**config.mk**
```make
export PLATFORM = sky130hd
export DESIGN_NAME = ibi_payload_seq
export DESIGN_NICKNAME = d
export VERILOG_FILES = /design/src/rtl/ibi_payload_seq.sv
export SDC_FILE = /design/constraint.sdc
export NUM_CORES = 1
export LEC_CHECK = 0
export BUFFER_PORTS_ARGS = -buffer_cell sky130_fd_sc_hd__buf_4
export CORE_MARGIN = 5
export CORE_UTILIZATION = 30
export CTS_CLUSTER_DIAMETER = 120
export DETAILED_ROUTE_END_ITERATION = 16
export PLACE_DENSITY = 0.56
export RECOVER_POWER = 100
export SKIP_CTS_REPAIR_TIMING = 1
export SLEW_MARGIN = 20
export SYNTH_ARGS = -nofsm -noshare
export SYNTH_HDL_FRONTEND = slang
export SYNTH_SLANG_ARGS = --single-unit
```
**constraint.sdc**
```tcl
create_clock -name clk -period 2.9 [get_ports clk]
set_input_delay 0.29 -clock clk [delete_from_list [all_inputs] [get_ports clk]]
set_output_delay 0.29 -clock clk [all_outputs]
set_load 0.01 [all_outputs]
```
**src/rtl/ibi_payload_seq.sv**
```systemverilog
module ibi_payload_seq #(
  parameter int DEPTH = 4
) (
  input  logic       clk,
  input  logic       rst_n,
  input  logic       ibi_go,
  output logic       ibi_req,
  input  logic [7:0] mdb,
  input  logic [7:0] retry_lim,
  output logic       hdr_try,
  input  logic       hdr_ack,
  input  logic       hdr_nack,
  output logic       byte_valid,
  output logic [7:0] byte_data,
  output logic       byte_more,
  input  logic       byte_done,
  input  logic       ctl_abort,
  input  logic       fifo_wr,
  input  logic [7:0] fifo_wdata,
  output logic       fifo_full,
  output logic       fifo_not_empty,
  input  logic       setmrl_wr,
  input  logic [7:0] setmrl_val,
  input  logic       fw_mrl_wr,
  input  logic [7:0] fw_mrl_val,
  output logic [7:0] mrl,
  input  logic [3:0] flag_clr,
  output logic       flag_done,
  output logic       flag_comp,
  output logic       flag_abort,
  output logic       flag_err
);
  localparam int AW = (DEPTH > 1) ? $clog2(DEPTH) : 1;
  localparam int CW = $clog2(DEPTH + 1);

  typedef enum logic [2:0] {S_IDLE, S_REQ, S_MDB, S_LOAD, S_PAY} st_t;
  st_t st;

  logic [7:0]    mem [DEPTH];
  logic [AW-1:0] rp, wp;
  logic [CW-1:0] fcnt;
  logic [7:0]    out_q, pay_cnt, rcnt;
  logic          more_q;
  logic          set_end, set_abort, set_err;

  wire push = fifo_wr && !fifo_full;
  wire pop  = (st == S_PAY) && byte_done;
  wire xfer = ((st == S_MDB) || (st == S_PAY)) && byte_done;
  wire next_more = (fcnt >= CW'(2)) &&
                   ((mrl == 8'd0) || (({1'b0, pay_cnt} + 9'd1) < {1'b0, mrl}));

  assign fifo_full      = (fcnt == CW'(DEPTH));
  assign fifo_not_empty = (fcnt != '0);
  assign ibi_req        = (st != S_IDLE);
  assign hdr_try        = (st == S_REQ);
  assign byte_valid     = (st == S_MDB) || (st == S_PAY);
  assign byte_data      = out_q;
  assign byte_more      = more_q;

  always_ff @(posedge clk) if (push) mem[wp] <= fifo_wdata;

  always_ff @(posedge clk or negedge rst_n) begin
    if (!rst_n) begin
      rp <= '0; wp <= '0; fcnt <= '0;
    end else begin
      if (push) wp <= (wp == AW'(DEPTH - 1)) ? '0 : wp + AW'(1);
      if (pop)  rp <= (rp == AW'(DEPTH - 1)) ? '0 : rp + AW'(1);
      case ({push, pop})
        2'b10:   fcnt <= fcnt + CW'(1);
        2'b01:   fcnt <= fcnt - CW'(1);
        default: fcnt <= fcnt;
      endcase
    end
  end

  always_ff @(posedge clk or negedge rst_n) begin
    if (!rst_n)         mrl <= 8'd0;
    else if (fw_mrl_wr) mrl <= fw_mrl_val;
    else if (setmrl_wr) mrl <= setmrl_val;
  end

  always_comb begin
    set_end   = xfer && (!more_q || ctl_abort);
    set_abort = xfer && more_q && ctl_abort;
    set_err   = (st == S_REQ) && !hdr_ack && hdr_nack &&
                (retry_lim != 8'd0) && ((rcnt + 8'd1) == retry_lim);
  end

  always_ff @(posedge clk or negedge rst_n) begin
    if (!rst_n) begin
      st <= S_IDLE; out_q <= 8'd0; more_q <= 1'b0; pay_cnt <= 8'd0; rcnt <= 8'd0;
    end else begin
      case (st)
        S_IDLE: if (ibi_go) begin
          st   <= S_REQ;
          rcnt <= 8'd0;
        end
        S_REQ: begin
          if (hdr_ack) begin
            st      <= S_MDB;
            out_q   <= mdb;
            more_q  <= fifo_not_empty;
            pay_cnt <= 8'd0;
          end else if (hdr_nack) begin
            if (set_err) st <= S_IDLE;
            else         rcnt <= rcnt + 8'd1;
          end
        end
        S_MDB: if (byte_done) st <= set_end ? S_IDLE : S_LOAD;
        S_LOAD: begin
          st     <= S_PAY;
          out_q  <= mem[rp];
          more_q <= next_more;
        end
        S_PAY: if (byte_done) begin
          pay_cnt <= pay_cnt + 8'd1;
          st      <= set_end ? S_IDLE : S_LOAD;
        end
        default: st <= S_IDLE;
      endcase
    end
  end

  always_ff @(posedge clk or negedge rst_n) begin
    if (!rst_n) begin
      flag_done <= 1'b0; flag_comp <= 1'b0; flag_abort <= 1'b0; flag_err <= 1'b0;
    end else begin
      flag_done  <= (flag_done  & ~flag_clr[0]) | set_end;
      flag_comp  <= (flag_comp  & ~flag_clr[1]) | set_end;
      flag_abort <= (flag_abort & ~flag_clr[2]) | set_abort;
      flag_err   <= (flag_err   & ~flag_clr[3]) | set_err;
    end
  end
endmodule

```
==> Word-level counts from Yosys, hierarchy flattened <==
Memories as Yosys holds them, arrays and structs flattened.
Index checks and enable logic that the tools add are counted.
{ "word_totals": {"register_bits": 47, "ramBits": 32, "out_inout_bits": 26, "word_cells": 112, "n_memories": 1} }
{ "op_classes": {"addsub": 7, "magnitude_cmp": 2, "eq_ne": 19, "mux": 26, "bitwise": 12, "reduce_logical": 32} }
{ "mem_list": {"columns": ["memory", "depth", "width", "read_ports", "rd_ports_with_merged_regs", "write_ports", "line_no", "rtl"], "rows": [
  ["mem", 4, 8, 1, 0, 1, "39", "logic [7:0] mem [DEPTH];"]
]} }
{ "op_table": {"columns": ["cell", "count"], "rows": [
  ["8-bit 2-to-1 mux", 9],
  ["8-bit one-hot mux with 2 select lines", 3],
  ["8-bit by 1-bit adder with 8-bit output, second input constant", 2],
  ["3-bit 2-to-1 mux", 5],
  ["3-bit one-hot mux with 4 select lines", 1],
  ["1-bit logical AND", 11],
  ["2-bit nonzero test", 5],
  ["8-bit by 1-bit adder with 9-bit output, second input constant", 1],
  ["9-bit by 8-bit less-than comparator with 1-bit output", 1],
  ["8-bit == test", 1],
  ["8-bit zero test", 1],
  ["2-bit != test, second input constant", 4],
  ["8-bit nonzero test", 1],
  ["2-bit == test, second input constant", 3],
  ["3-bit by 2-bit == test with 1-bit output, second input constant", 2],
  ["3-bit == test, second input constant", 2],
  ["2-bit 2-to-1 mux", 3],
  ["2-bit by 1-bit != test with 1-bit output, second input constant", 3],
  ["3-bit by 1-bit != test with 1-bit output, second input constant", 2],
  ["3-bit one-hot mux with 2 select lines", 1],
  ["3-bit nonzero test", 2],
  ["5-bit AND reduction", 1],
  ["2-bit by 1-bit adder with 2-bit output, second input constant", 2],
  ["1-bit bitwise AND", 4],
  ["16 further kinds", 28]
]} }

==> Logic depth before layout (Yosys ltp) <==
{ "depth": {"word_depth": 9, "mapped_depth": 10} }

==> Worst setup path after synthesis <==
Ideal clock, no wire load.
{ "synth_path": {"path_kind": "register to register", "from": "reg st[1]", "to": "reg fcnt[2]", "arrival_time_ns": 2.009, "path_slack_ns": 0.812, "path_stages_with_launch": 11, "cell_sequence": "dfrtp_1 > buf_2 > nor2_1 > nand3_1 > clkinv_1 > ha_1 > inv_1 > fa_1 > xor2_1 > nor2_1 > xor2_1"} }
{ "synth_via": {"elab_chain_len": 4, "word_cells_on_any_way": 6, "cone_classes": "eq/ne: 3; mux: 1; reduce/logical: 2"} }
{ "synth_rtl": {"columns": ["element", "line_no", "rtl"], "rows": [
  ["start, declared", "37", "st_t st;"],
  ["start signal, assigned", "109", "S_MDB: if (byte_done) st <= set_end ? S_IDLE : S_LOAD;"],
  ["start signal, assigned", "117", "st <= set_end ? S_IDLE : S_LOAD;"],
  ["3-bit == test (*)", "47", "wire pop = (st == S_PAY) && byte_done;"],
  ["1-bit logical AND (*)", "47", null],
  ["named net pop", "47", null],
  ["2-bit by 1-bit == test with 1-bit output / 2-bit == test (equally long branches)", "68", "case ({push, pop})"],
  ["3-bit one-hot mux with 2 select lines / 2-bit nonzero test (equally long branches)", null, null],
  ["end signal, assigned", "69", "2'b10: fcnt <= fcnt + CW'(1);"],
  ["end signal, assigned", "70", "2'b01: fcnt <= fcnt - CW'(1);"],
  ["end signal, assigned", "71", "default: fcnt <= fcnt;"],
  ["end, declared", "41", "logic [CW-1:0] fcnt;"]
]} }
Mark *: on every way through the listed nets, which the timed path passes. The rest lies on a longest branch.
A chain may end at the register's enable or synchronous reset.

==> Worst setup path in the final report <==
Ends and elaborated chain as after synthesis.

==> summary.txt <==
Worst setup path
  – CP peak stage delay: between 0.4 and 0.5 ns
  – FF-to-FF Start: st[1]$_DFFE_PN0P_
  – Worst path required time: approximately 3.2 ns
  – CP Launch Type: register
  – Setup crit start: st[1]$_DFFE_PN0P_
  – Worst-case reg-to-reg path depth: 9
  – CP endpoint kind: register
  – Setup CP Type: reg -> reg
  – Data arrival, critical path: 2.60 ns
  – Worst path slowest cell: dfrtp_1
  – Maximum fanout along the worst path: 10
  – CP Cell Sequence: nor2_1 > nand3_1 > clkinv_1 > ha_1 > inv_1 > fa_1 > xor2_1 > nor2_1 > xor2_1

STA
  – Relative slew slack: 0.142
  – Count of final setup violators: 0
  – Fin crit period: around 2.3 ns
  – Setup Skew: 0.00258 ns
  – Unrepaired setup endpoints after global routing: false
  – Setup_tns: 0 ns
  – Fin. Hold Viols: 0
  – Worst-margin pin slew: 1.29 ns
  – Final Slew Violations: 0
  – Final worst-path cycle share: 0.807
  – Peak Freq: 427 MHz

Global route
  – Met2 usage: 0.193
  – Largest net degree at the start of global routing: between 40 and 50
  – First-pass GRT wire length: 16.2 mm
  – Top Usage Layer GRT: met2
  – Initial antenna violation count: 0
  – M1 GR Usage: 0.175
  – Vias in the first global route: between 3,000 and 4,000
  – GR Util met3: 0.0275
  – Total GRT Usage: 0.125
  – Total grt overflow: 0

Synthesis
  – #FFs+latches synth: 79
  – Synth area leader: dfrtp_1
  – Synth cell types: 64
  – Cells taking the most area after synthesis: dfrtp_1 (28%), edfxtp_1 (23%), ha_1 (4.5%), mux4_2 (4.3%), mux2i_1 (3.8%)
  – Post-synth EDFFs: 32
  – Yosys warns: 0
  – Post-Syn Nets: 440
  – Seq/Total Area, Yosys: 0.512
  – Post-Syn Area per Cell: 11.3 sq um
  – Async SR Flop Fraction: 0.595
  – Post-synth top flop: dfrtp_1
  – Post-synthesis cell area: 0.00417 sq mm
  – Post-synth top area share: 0.282
  – Mapped Cells: 370

Min path
  – Min-Delay Path Class: in -> reg
  – Hold path cells: 2
  – Hold Startpoint: flag_clr[0]

Floorplanning
  – Chip height: 128 um
  – Die area: 0.0164 sq mm
  – Initial Util: 0.303
  – Standard-cell rows: 43
  – Die W: roughly 130 um
  – Core area: 0.0138 sq mm
  – Ports: 80

Power and ir drop
  – Leakage power: 2.13 nW
  – Pwr per Cell Area: 766 mW/mm^2
  – Max rail drop VDD: ~0.00031 V

Route
  – Antenna-violating nets left: 0
  – Routed wire length: 9.88 mm
  – WL per Instance: 15.6 um
  – Drt first pass iters: 4
  – Via-to-Cell Ratio: 4.83
  – Initial DRC Count: 214
  – Via count: 3,061
  – # DRC: 0

Clocking
  – CTS Root Cell: clkbuf_16
  – Worst skew pair latency: 0.33 ns
  – Clock Path Buffers: 2
  – Total CTS buffers: 9
  – Sink Count: just under 80
  – Htree depth: 3
  – Clock-pin slew on the worst setup and hold paths: 0.06 ns
  – CTS tree: done

Place
  – Placed Area: between 0.004 and 0.005 sq mm
  – Routability cong.: 0.790
  – Port bufs: 79
  – HPWL Detailed: around 7.4 mm

Flow run
  – Max cap viols: 0

Cells and area
  – Area grow syn2layout: 21.2%
  – Layout Nets: 519
  – Final Cell Area: 0.00505 sq mm
  – Antenna diode count: 0
  – Share of layout cells above drive strength 1: 0.187

Outcome
  – Status: finished clean
## state kept, by name, summed over array words and instances, names as in the netlist, 2 cells and up
name and cells:
mem 32, byte_data 8, mrl 8, pay_cnt 8
rcnt 8, fcnt 3, st 3, rp 2
wp 2
## cells in the mapped netlist, types with 8 or more instances
library cell / number
xor2_1: 8
nor2_1: 19
ha_1: 15
inv_1: 21
dfrtp_1: 47
edfxtp_1: 32
nand2_1: 34
mux2i_1: 16
mux4_2: 8
o21ai_0: 25
nand3_1: 13
a21oi_1: 18
## kinds of logic (layout without fill, tap and decap cells)
kind of cell             after synthesis  count (layout)  share of synthesized area
AO/OA/AOI/OAI                         79              79                      0.125
flip-flops                            79              79                      0.512
adder cells (fa/ha/maj)               16              16                     0.0498
AND/OR/NAND/NOR                      122             122                      0.156
XOR/XNOR                              16              16                     0.0354
buffers and inverters                 34             118                     0.0399
multiplexers                          24              24                     0.0816
## critical path: cells and delay by family (launching register included)
kind | cells | cell delay (ns)
adder cells (fa/ha/maj) | 2 | 0.60
AND/OR/NAND/NOR | 3 | 0.57
flip-flops | 1 | 0.48
buffers and inverters | 2 | 0.33
XOR/XNOR | 2 | 0.29
## path summary, 6_finish.rpt
check | end | slack [ns]
min in group asynchronous | byte_data[0]$_DFFE_PN0P_ | 0.24
worst min-delay path | flag_done$_DFF_PN0_ | 0.13
worst max-delay path | fcnt[2]$_DFFE_PN0P_ | 0.56
worst min register to register | fcnt[2]$_DFFE_PN0P_ | 0.52
worst max register to register | fcnt[2]$_DFFE_PN0P_ | 0.56
max in group asynchronous | rcnt[5]$_DFFE_PN0P_ | 1.89
## power breakdown
group          internal, W  switching [W]
Clock             0.000591       0.000475
Sequential         0.00143       0.000233
Combinational     0.000486       0.000654
## final cells by class
class | instances | area (sq um)
clock inverter | 7 | 56.3
sequential | 79 | 2140
timing repair buffer | 80 | 470
multi-input combinational | 257 | 1860
inverter | 22 | 82.6
fill | 1433 | 8720
tap | 180 | 225
clock buffer | 9 | 225
## layout by cell type (no fill, tap or decap), types with 3 or more instances in the layout
cell | Yosys | routed
a21oi_1 | 18 | 18
a22o_1 | 4 | 4
a31oi_1 | 3 | 3
and2_0 | 0 | 6
and3_1 | 7 | 7
buf_4 | 1 | 45
clkbuf_1 | 3 | 34
clkbuf_16 | 0 | 9
dfrtp_1 | 47 | 47
edfxtp_1 | 32 | 32
ha_1 | 15 | 15
inv_1 | 21 | 21
mux2i_1 | 16 | 16
mux4_2 | 8 | 8
nand2_1 | 34 | 34
nand2b_1 | 7 | 7
nand3_1 | 13 | 13
nand4_1 | 4 | 4
nor2_1 | 19 | 19
nor2b_1 | 5 | 5
nor3_1 | 4 | 4
nor4_1 | 3 | 3
o211ai_1 | 4 | 4
o21ai_0 | 25 | 25
o22ai_1 | 7 | 7
or3_1 | 4 | 4
xnor2_1 | 7 | 7
xor2_1 | 8 | 8
## per-stage QoR
step	std cells	worst slack [ns]	power, W	hold WS (ns)	utilization
after global placement	618	0.663	0.00291	0.360	0.357
after CTS	634	0.553	0.00404	0.00354	0.377
after detailed placement	618	0.556	0.00296	0.370	0.357
after global routing	634	0.327	0.00415	0.128	0.367
after floorplan	370	0.812	0.00243	-0.00559	-
final	634	0.559	0.00387	0.133	0.367
## layer usage
| layer | wire length [um] | vias up |
|---|---|---|
| met5 | 0 | - |
| met4 | 91 | 0 |
| met3 | 404 | 10 |
| met2 | 4550 | 71 |
| met1 | 4830 | 1470 |
| li1 | - | 1510 |
(Power assumes the default switching activity.)
